### src/rtl/dsss_tx_pkg.sv
package dsss_tx_pkg;

  localparam int CNT_W = 8;

  typedef enum logic [2:0] {
    ST_IDLE, ST_RAMP, ST_SYNC, ST_SFD, ST_HDR, ST_CRC, ST_TAIL, ST_TEST
  } seq_state_e;

  typedef enum logic [1:0] {
    PH_RAMP = 2'b00,
    PH_PRE  = 2'b01,
    PH_HDR  = 2'b10,
    PH_DATA = 2'b11
  } phase_e;

  typedef struct packed {
    logic [7:0]  pre_len;
    logic        short_pre;
    logic [1:0]  rate;
    logic        test_en;
    logic        test_cw;
    logic        svc_ext;
    logic        svc_lock;
    logic [15:0] length;
  } tx_cfg_t;

  // rate in units of 100 kbit/s
  function automatic logic [7:0] signal_code(input logic [1:0] r);
    case (r)
      2'd0:    return 8'h0A;
      2'd1:    return 8'h14;
      2'd2:    return 8'h37;
      default: return 8'h6E;
    endcase
  endfunction

endpackage

### src/rtl/dsss_tx_regs.sv
module dsss_tx_regs
  import dsss_tx_pkg::*;
#(
  parameter int ADDR_W = 3
) (
  input  logic              clk_i,
  input  logic              rst_ni,
  input  logic              lock_i,
  input  logic              wr_en_i,
  input  logic [ADDR_W-1:0] wr_addr_i,
  input  logic [7:0]        wr_data_i,
  output tx_cfg_t           cfg_o
);

  localparam int A_PRE  = 0;
  localparam int A_CTRL = 1;
  localparam int A_SVC  = 2;
  localparam int A_LEN  = 3;
  localparam int LEN_BYTES = 2;

  logic       wr_ok;
  logic [7:0] pre_q;
  logic [4:0] ctrl_q;
  logic       ext_q, lock_q;

  assign wr_ok = wr_en_i & ~lock_i;

  always_ff @(posedge clk_i or negedge rst_ni) begin
    if (!rst_ni) begin
      pre_q  <= 8'h80;
      ctrl_q <= '0;
      ext_q  <= 1'b0;
      lock_q <= 1'b0;
    end else if (wr_ok) begin
      if (wr_addr_i == ADDR_W'(A_PRE))  pre_q  <= wr_data_i;
      if (wr_addr_i == ADDR_W'(A_CTRL)) ctrl_q <= wr_data_i[4:0];
      if (wr_addr_i == ADDR_W'(A_SVC)) begin
        ext_q  <= wr_data_i[7];
        lock_q <= wr_data_i[2];
      end
    end
  end

  for (genvar g = 0; g < LEN_BYTES; g++) begin : g_len
    logic [7:0] byte_q;
    always_ff @(posedge clk_i or negedge rst_ni) begin
      if (!rst_ni) byte_q <= '0;
      else if (wr_ok && wr_addr_i == ADDR_W'(A_LEN + g)) byte_q <= wr_data_i;
    end
  end

  assign cfg_o.pre_len   = pre_q;
  assign cfg_o.short_pre = ctrl_q[0];
  assign cfg_o.rate      = ctrl_q[2:1];
  assign cfg_o.test_en   = ctrl_q[3];
  assign cfg_o.test_cw   = ctrl_q[4];
  assign cfg_o.svc_ext   = ext_q;
  assign cfg_o.svc_lock  = lock_q;
  assign cfg_o.length    = {g_len[1].byte_q, g_len[0].byte_q};

endmodule

### src/rtl/dsss_tx_crc.sv
module dsss_tx_crc #(
  parameter int          W    = 16,
  parameter logic [15:0] POLY = 16'h1021,
  parameter logic [15:0] INIT = 16'hFFFF
) (
  input  logic         clk_i,
  input  logic         rst_ni,
  input  logic         clr_i,
  input  logic         en_i,
  input  logic         bit_i,
  output logic [W-1:0] crc_o
);

  logic [W-1:0] crc_q;
  logic         fb;

  assign fb = crc_q[W-1] ^ bit_i;

  always_ff @(posedge clk_i or negedge rst_ni) begin
    if (!rst_ni)     crc_q <= INIT[W-1:0];
    else if (clr_i)  crc_q <= INIT[W-1:0];
    else if (en_i)   crc_q <= {crc_q[W-2:0], 1'b0} ^ (fb ? POLY[W-1:0] : '0);
  end

  assign crc_o = crc_q;

endmodule

### src/rtl/dsss_tx_seq.sv
module dsss_tx_seq
  import dsss_tx_pkg::*;
#(
  parameter int          RAMP_LEN   = 2,
  parameter int          SHORT_SYNC = 56,
  parameter logic [15:0] LONG_SFD   = 16'hF3A0,
  parameter logic [15:0] SHORT_SFD  = 16'h05CF
) (
  input  logic        clk_i,
  input  logic        rst_ni,
  input  logic        tx_en_i,
  input  tx_cfg_t     cfg_i,
  input  logic [15:0] crc_i,
  output logic        crc_clr_o,
  output logic        crc_en_o,
  output logic        hdr_bit_o,
  output logic        bit_o,
  output logic        valid_o,
  output logic [1:0]  phase_o,
  output logic        done_o
);

  localparam int SFD_BITS = 16;
  localparam int HDR_BITS = 32;
  localparam int CRC_BITS = 16;
  localparam logic [CNT_W-1:0] RAMP_LAST = CNT_W'(RAMP_LEN - 1);
  localparam logic [CNT_W-1:0] SFD_LAST  = CNT_W'(SFD_BITS - 1);
  localparam logic [CNT_W-1:0] HDR_LAST  = CNT_W'(HDR_BITS - 1);
  localparam logic [CNT_W-1:0] CRC_LAST  = CNT_W'(CRC_BITS - 1);

  seq_state_e       state_q, state_d;
  logic [CNT_W-1:0] cnt_q, cnt_d;
  logic             done_q;
  logic [CNT_W-1:0] sync_len;
  logic [15:0]      sfd;
  logic [7:0]       svc_byte;
  logic [31:0]      hdr_word;
  logic             sync_val;

  assign sync_len = cfg_i.short_pre ? CNT_W'(SHORT_SYNC) : cfg_i.pre_len;
  assign sfd      = cfg_i.short_pre ? SHORT_SFD : LONG_SFD;
  assign sync_val = ~cfg_i.short_pre;
  assign svc_byte = {cfg_i.svc_ext, 4'b0000, cfg_i.svc_lock, 2'b00};
  assign hdr_word = {cfg_i.length, svc_byte, signal_code(cfg_i.rate)};

  always_comb begin
    state_d = state_q;
    cnt_d   = cnt_q + CNT_W'(1);
    if (!tx_en_i) begin
      state_d = ST_IDLE;
      cnt_d   = '0;
    end else begin
      unique case (state_q)
        ST_IDLE: begin
          cnt_d   = '0;
          state_d = cfg_i.test_en ? ST_TEST : ST_RAMP;
        end
        ST_RAMP: if (cnt_q == RAMP_LAST) begin
          cnt_d   = '0;
          state_d = (sync_len == '0) ? ST_SFD : ST_SYNC;
        end
        ST_SYNC: if (cnt_q == sync_len - CNT_W'(1)) begin
          cnt_d   = '0;
          state_d = ST_SFD;
        end
        ST_SFD: if (cnt_q == SFD_LAST) begin
          cnt_d   = '0;
          state_d = ST_HDR;
        end
        ST_HDR: if (cnt_q == HDR_LAST) begin
          cnt_d   = '0;
          state_d = ST_CRC;
        end
        ST_CRC: if (cnt_q == CRC_LAST) begin
          cnt_d   = '0;
          state_d = ST_TAIL;
        end
        ST_TAIL: cnt_d = cnt_q;
        ST_TEST: ;
        default: state_d = ST_IDLE;
      endcase
    end
  end

  always_ff @(posedge clk_i or negedge rst_ni) begin
    if (!rst_ni) begin
      state_q <= ST_IDLE;
      cnt_q   <= '0;
      done_q  <= 1'b0;
    end else begin
      state_q <= state_d;
      cnt_q   <= cnt_d;
      done_q  <= tx_en_i && state_q == ST_CRC && cnt_q == CRC_LAST;
    end
  end

  always_comb begin
    bit_o   = 1'b0;
    valid_o = 1'b1;
    phase_o = PH_RAMP;
    unique case (state_q)
      ST_IDLE: valid_o = 1'b0;
      ST_RAMP: bit_o = sync_val;
      ST_SYNC: begin
        phase_o = PH_PRE;
        bit_o   = sync_val;
      end
      ST_SFD: begin
        phase_o = PH_PRE;
        bit_o   = sfd[cnt_q[3:0]];
      end
      ST_HDR: begin
        phase_o = PH_HDR;
        bit_o   = hdr_word[cnt_q[4:0]];
      end
      ST_CRC: begin
        phase_o = PH_HDR;
        bit_o   = ~crc_i[4'd15 - cnt_q[3:0]];
      end
      ST_TAIL: begin
        phase_o = PH_DATA;
        valid_o = 1'b0;
      end
      ST_TEST: begin
        phase_o = PH_DATA;
        bit_o   = cfg_i.test_cw | ~cnt_q[0];
      end
      default: valid_o = 1'b0;
    endcase
  end

  assign crc_clr_o = (state_q == ST_IDLE);
  assign crc_en_o  = (state_q == ST_HDR);
  assign hdr_bit_o = hdr_word[cnt_q[4:0]];
  assign done_o    = done_q;

endmodule

### src/rtl/dsss_tx_framer.sv
module dsss_tx_framer
  import dsss_tx_pkg::*;
#(
  parameter int ADDR_W     = 3,
  parameter int RAMP_LEN   = 2,
  parameter int SHORT_SYNC = 56
) (
  input  logic              clk_i,
  input  logic              rst_ni,
  input  logic              tx_en_i,
  input  logic              wr_en_i,
  input  logic [ADDR_W-1:0] wr_addr_i,
  input  logic [7:0]        wr_data_i,
  output logic              bit_o,
  output logic              valid_o,
  output logic [1:0]        phase_o,
  output logic [1:0]        rate_o,
  output logic              done_o
);

  tx_cfg_t     cfg;
  logic [15:0] crc;
  logic        crc_clr, crc_en, hdr_bit;

  dsss_tx_regs #(.ADDR_W(ADDR_W)) i_regs (
    .clk_i    (clk_i),
    .rst_ni   (rst_ni),
    .lock_i   (tx_en_i),
    .wr_en_i  (wr_en_i),
    .wr_addr_i(wr_addr_i),
    .wr_data_i(wr_data_i),
    .cfg_o    (cfg)
  );

  dsss_tx_crc #(.W(16)) i_crc (
    .clk_i (clk_i),
    .rst_ni(rst_ni),
    .clr_i (crc_clr),
    .en_i  (crc_en),
    .bit_i (hdr_bit),
    .crc_o (crc)
  );

  dsss_tx_seq #(
    .RAMP_LEN  (RAMP_LEN),
    .SHORT_SYNC(SHORT_SYNC)
  ) i_seq (
    .clk_i    (clk_i),
    .rst_ni   (rst_ni),
    .tx_en_i  (tx_en_i),
    .cfg_i    (cfg),
    .crc_i    (crc),
    .crc_clr_o(crc_clr),
    .crc_en_o (crc_en),
    .hdr_bit_o(hdr_bit),
    .bit_o    (bit_o),
    .valid_o  (valid_o),
    .phase_o  (phase_o),
    .done_o   (done_o)
  );

  assign rate_o = cfg.rate;

endmodule

### config.mk
export PLATFORM = sky130hd
export DESIGN_NAME = dsss_tx_framer
export DESIGN_NICKNAME = d
export VERILOG_FILES = /design/src/rtl/dsss_tx_pkg.sv /design/src/rtl/dsss_tx_regs.sv /design/src/rtl/dsss_tx_crc.sv /design/src/rtl/dsss_tx_seq.sv /design/src/rtl/dsss_tx_framer.sv
export SDC_FILE = /design/constraint.sdc
export NUM_CORES = 1
export LEC_CHECK = 0
export BUFFER_PORTS_ARGS = -buffer_cell sky130_fd_sc_hd__buf_2
export CAP_MARGIN = 20
export CORE_MARGIN = 2
export CORE_UTILIZATION = 45
export CTS_CLUSTER_DIAMETER = 120
export DETAILED_ROUTE_END_ITERATION = 8
export PLACE_DENSITY = 0.59
export SETUP_SLACK_MARGIN = 0.1
export SKIP_LAST_GASP = 1
export SYNTH_ARGS = -nofsm -noshare
export SYNTH_HDL_FRONTEND = slang
export SYNTH_HIERARCHICAL = 1
export SYNTH_SLANG_ARGS = --single-unit
### constraint.sdc
create_clock -name clk_i -period 6.97 [get_ports clk_i]
set_input_delay 1.394 -clock clk_i [delete_from_list [all_inputs] [get_ports clk_i]]
set_output_delay 1.394 -clock clk_i [all_outputs]
set_load 0.01 [all_outputs]
== Word level (Yosys, flattened, before mapping) ==
Cells that the tools add are included.

* Memories: 0
* Bits in registers: 59
* Bits in latches: 0
* RAM bits: 0
* Output and inout bits: 7
* Bits in read-only memories: 0
* Bits of input ports: 15

* Bitwise gates (word level): 8
* Div/mod/pow operators: 0
* Magnitude comparators: 3
* Shift-type cells: 0
* Reductions and logical operators: 19
* Equal/unequal tests: 24
* Mux-type cells: 30
* Add/sub/neg operators: 3
* Multipliers: 0

{| class="wikitable"
|+ Operators by type and width
! cell !! number
|-
| 16-bit 2-to-1 mux || 3
|-
| 8-bit 2-to-1 mux || 6
|-
| 8-bit one-hot mux with 6 select lines || 1
|-
| 3-bit 2-to-1 mux || 7
|-
| 7-bit one-hot mux with 3 select lines || 1
|-
| 3-bit one-hot mux with 6 select lines || 1
|-
| 16-bit bitwise XOR || 1
|-
| 3-bit equality test, second input constant || 5
|-
| 3-bit by 2-bit != test with 1-bit output, second input constant || 5
|-
| 13-bit 2-to-1 mux || 1
|-
| 3-bit by 2-bit equality test with 1-bit output, second input constant || 4
|-
| 2-bit OR reduction || 6
|-
| 4-bit by 5-bit < comparator with 1-bit output, second input constant || 2
|-
| 8-bit by 1-bit adder with 8-bit output, second input constant || 1
|-
| 1-bit binary-select mux with 4-bit select || 2
|-
| 8-bit by 1-bit equality test with 1-bit output, second input constant || 1
|-
| 8-bit by 4-bit equality test with 1-bit output, second input constant || 1
|-
| 8-bit by 5-bit equality test with 1-bit output, second input constant || 1
|-
| 8-bit equality test || 1
|-
| 8-bit logical NOT || 1
|-
| 8-bit by 1-bit subtractor with 8-bit output, second input constant || 1
|-
| 7-bit by 1-bit != test with 1-bit output, second input constant || 1
|-
| 3-bit by 1-bit equality test with 1-bit output, second input constant || 2
|-
| 3-bit logical NOT || 2
|-
| other kinds (18) || 30
|}

== Longest topological paths before layout ==
* Word-level depth: 9
* Mapped depth: 10
* Mapped depth without buffers: 9

== By module ==
The synthesis kept the hierarchy.

{| class="wikitable"
|+ By module, submodules not included
! module !! cells an instance !! seq. area each (um2) !! area each (um2) !! times used
|-
| dsss_tx_seq || 215 || 300.3 || 1755.4 || 1
|-
| dsss_tx_regs || 71 || 777.0 || 1212.4 || 1
|-
| dsss_tx_crc || 56 || 420.4 || 740.7 || 1
|}

== Worst setup path before layout ==
Ideal clock, no wire load.

* Path type: reg-to-output
* Start point: register i_seq.cnt_q[0]
* End point: output bit_o
* Data required time: 5.576 ns
* Path buffers: 1
* Data arrival time: 2.326 ns
* Stages on the path, launching flop included: 6
* Path slack: 3.250 ns
* Cells stage by stage: dfrtp_1 > clkbuf_1 > mux4_2 > mux4_2 > mux2_2 > a21o_1

* Elaborated cells between the ends (all ways): 11
* Classes of those cells: add/sub: 1; mux: 7; bitwise: 3

{| class="wikitable"
|+ RTL lines
! item !! line !! RTL
|-
| start, declared || dsss_tx_seq.sv:32 || <nowiki>logic [CNT_W-1:0] cnt_q, cnt_d;</nowiki>
|-
| start signal, assigned || dsss_tx_seq.sv:92 || <nowiki>cnt_q <= cnt_d;</nowiki>
|-
| 1-bit binary-select mux with 5-bit select || - ||
|-
| 1-bit 2-to-1 mux || - ||
|-
| named net hdr_bit || dsss_tx_framer.sv:23 || <nowiki>logic crc_clr, crc_en, hdr_bit;</nowiki>
|-
| 1-bit one-hot mux with 5 select lines || dsss_tx_seq.sv:101 || <nowiki>unique case (state_q)</nowiki>
|-
| end, declared || dsss_tx_framer.sv:14 || <nowiki>output logic bit_o,</nowiki>
|}

The timed path passes the listed nets, and every way through them passes these cells. The select of a mux whose other input is x is not followed.

== Final worst setup path ==
Same ends and word-level chain as after synthesis.

==> results_dict.tcl <==
set metrics [dict create \
    outcome "complete, no violations" \
    core_area_mm2 0.00809 \
    critPathCapture "bit_o" \
    die_h_um 94.8 \
    startpoint "i_seq/cnt_q[0]$_DFFE_PN0P_" \
    crit_family "multiplexers" \
    path_cells "mux4_2, mux4_2, mux2_2, a21o_1, buf_2" \
    antenna_found_initial 0 \
    slew_violations 0 \
    hold_viol_final 0 \
    cts_tree "done" \
    crit_top_cell "mux4_2" \
    drt_first_pass_iters 4 \
    rrSetupSlack_ns 3.79 \
    cts_setup_buffers 0 \
    yosysUniqueCellTypes 61 \
    die_w_um 94.8 \
    avgSynthCellArea_um2 10.8 \
    drc 0 \
    synth_fp_nets 365 \
    path_depth 5 \
    cellLeakagePower_nw 1.62 \
    async_flop_share 1.00 \
    cts_root_buffer "clkbuf_8" \
    drive_gt1_frac 0.312 \
    layout_setup_ws_ns 2.62 \
    cp_slowest_cell "dfrtp_1" \
    yosys_warnings 6 \
    cts_resized 0 \
    numPortBuffers 21 \
    slowest_delay_ns 0.90 \
    worst_slew_pin_slew_ns 0.902 \
    crit_required_ns 5.58 \
    startpoint_type "flop" \
    grt_use_met3 0.0327 \
    crit_type "reg -> out" \
    layout-area-overhead-vs-synth_pct 9.08 \
    post-route-period-util 0.625 \
    setup_violations 0 \
    syn_inst 342 \
    dieArea_mm2 0.00898 \
    groute.usage.overall 0.202 \
    max_freq_mhz 230 \
    dp_slack_ns 2.93 \
    path_buf_inv 1 \
    holdCritPathClass "reg -> reg" \
    met2_usage 0.306 \
    boundaryPins 22 \
    cts.sinks 59 \
    grt_busiest_layer "met2" \
    grt_pass1_vias 2662 \
    fin_crit_ns 4.35 \
    place.gp.congestion 0.883 \
    timing.setup.tns_ns 0 \
    fillers 773 \
    clock_path_buffers 2 \
    synth_edf_count 0 \
    critPathArrivalTime_ns 2.96 \
    final_nets 374 \
    dp_hpwl_um 5580 \
    wl_per_cell_um 17.8 \
    grt_pass1_wl_um 14000 \
    crit_path_max_fanout 20 \
    ir_drop_mv 0.165 \
    postCtsHoldBufs 0 \
    r2r-start "i_seq/cnt_q[0]$_DFFE_PN0P_" \
    vias 2661 \
    insertion_delay_ns 0.34 \
    htreeDepth 3 \
    avgViaCountPerCell 5.77 \
    grt_max_degree 60 \
    ys_seq_area_frac 0.404 \
    slew_headroom 0.398 \
    placementRows 33 \
    rsz0062_at_grt "no" \
    postRouteAntennaNets 0 \
    crit_path_end_kind "output pin" \
    diodes 0 \
    r2r-end "i_seq/cnt_q[5]$_DFFE_PN0P_" \
    r2r_cells 7 \
    synth_flop_cell "dfrtp_1" \
    numCtsBuffers 9 \
    globalRouteMet1Util 0.294 \
    power_density_mw_per_mm2 354 \
    clkTransAtPathRegs_ns 0.07 \
    routed_wl_um 8200 \
    drt_iter0_markers 159 \
    syn-cell-area_mm2 0.00371 \
    start_util 0.458 \
    synth_seq_cells 59 \
    grt-ovfl-total 0 \
    clock_skew_ns 0.0129 \
    cap_violations 0 \
    final_util 0.500 \
]
## worst min path at each step
| stage | startpoint | to | slack, ns | depth (start not counted) |
|---|---|---|---|---|
| floorplan | i_regs/g_len[0].byte_q[2]$_DFFE_PN0P_ | i_regs/g_len[0].byte_q[2]$_DFFE_PN0P_ | 0.47 | 1 |
| global placement | i_regs/g_len[0].byte_q[4]$_DFFE_PN0P_ | i_regs/g_len[0].byte_q[4]$_DFFE_PN0P_ | 0.49 | 1 |
| detailed placement | i_regs/g_len[0].byte_q[2]$_DFFE_PN0P_ | i_regs/g_len[0].byte_q[2]$_DFFE_PN0P_ | 0.49 | 1 |
| CTS | i_regs/g_len[0].byte_q[2]$_DFFE_PN0P_ | i_regs/g_len[0].byte_q[2]$_DFFE_PN0P_ | 0.51 | 1 |
| global route | i_regs/g_len[0].byte_q[7]$_DFFE_PN0P_ | i_regs/g_len[0].byte_q[7]$_DFFE_PN0P_ | 0.53 | 1 |
| finish | i_regs/ext_q$_DFFE_PN0P_ | i_regs/ext_q$_DFFE_PN0P_ | 0.51 | 1 |
## layout by cell type, fill, tap and decap left out, types with 3 or more instances in the layout
cell type and instances:
dfstp_2 17, or4_1 5, and3_1 3, nor2_1 16, a21oi_1 13, nor2b_1 23
buf_2 21, a211oi_1 4, clkbuf_8 9, mux2i_1 3, a21o_1 3, mux2_2 32
xor2_1 3, o31ai_1 4, dfrtp_1 42, nor3b_1 3, o32ai_1 5, nor3_1 5
nand3_1 5, o21ai_0 20, ha_1 8, nand2_1 11, mux4_2 10, nand2b_1 3
xnor2_1 8, nand4_1 4, a211o_1 16, inv_1 11
## stage by stage
step	power [W]	hold slack, ns	area (µm²)	std cells
3_5_place_dp	0.00112	0.495	3840	444
4_1_cts	0.00144	0.511	4040	460
2_1_floorplan	0.000995	0.474	3710	342
6_report	0.00143	0.508	4050	461
3_3_place_gp	0.00111	0.493	3840	444
5_1_grt	0.00155	0.530	4050	461
## layout make-up
class	instances	area, µm²	area share
flip-flops and latches	59	1500	0.370
repair buffers	23	120	0.0297
well taps	105	131	0.0325
clock inverters	7	76.3	0.0189
clock buffers	9	124	0.0306
multi-input cells	247	2050	0.508
inverters	11	41.3	0.0102
## where the power goes
| part | internal [W] | total (W) | switching (W) |
|---|---|---|---|
| Combinational | 0.000285 | 0.000531 | 0.000245 |
| Clock | 0.000167 | 0.000316 | 0.000149 |
| Sequential | 0.000458 | 0.000585 | 0.000127 |
## metal layers
metal | up-vias | wire [µm]
met3 | 8 | 238
met5 | - | 0
li1 | 1298 | -
met4 | 0 | 96
met2 | 44 | 3810
met1 | 1311 | 4050
## state kept, by name, indices dropped and copies added, names as in the netlist
register / count
i_regs/pre_q: 8
i_regs/ext_q: 1
i_regs/lock_q: 1
i_seq/cnt_q: 8
i_seq/state_q: 3
i_crc/crc_o: 16
i_seq/done_o: 1
i_regs/g_len.byte_q: 16
i_regs/ctrl_q: 5
## cells in the mapped netlist (3+ instances only)
master	number	area, µm²
mux4_2	10	225
nor3_1	5	25.0
ha_1	8	100
buf_2	5	25.0
o32ai_1	5	43.8
nand3_1	5	25.0
clkbuf_1	15	56.3
o21ai_0	20	100
nor3b_1	3	22.5
dfrtp_1	42	1050
nor2_1	16	60.1
a21oi_1	13	65.1
and3_1	3	18.8
o31ai_1	4	30.0
nand2_1	11	41.3
nand4_1	4	25.0
nand2b_1	3	18.8
a211oi_1	4	30.0
dfstp_2	17	447
xnor2_1	8	70.1
inv_1	11	41.3
a211o_1	16	140
nor2b_1	23	144
or4_1	5	37.5
mux2_2	32	360
a21o_1	3	22.5
xor2_1	3	26.3
mux2i_1	3	30.0
## kinds of logic (layout without fill, tap and decap cells)
group / count (synthesis) / after routing / synth area share
and+or+nand+nor: 96 / 96 / 0.160
buffers and inverters: 36 / 50 / 0.0422
DFF: 59 / 59 / 0.404
AOI/OAI and AO/OA: 85 / 85 / 0.162
muxes: 45 / 45 / 0.166
xor gates and xnor gates: 13 / 13 / 0.0388
adders and majority gates: 8 / 8 / 0.0270
(Power assumes the default switching activity.)
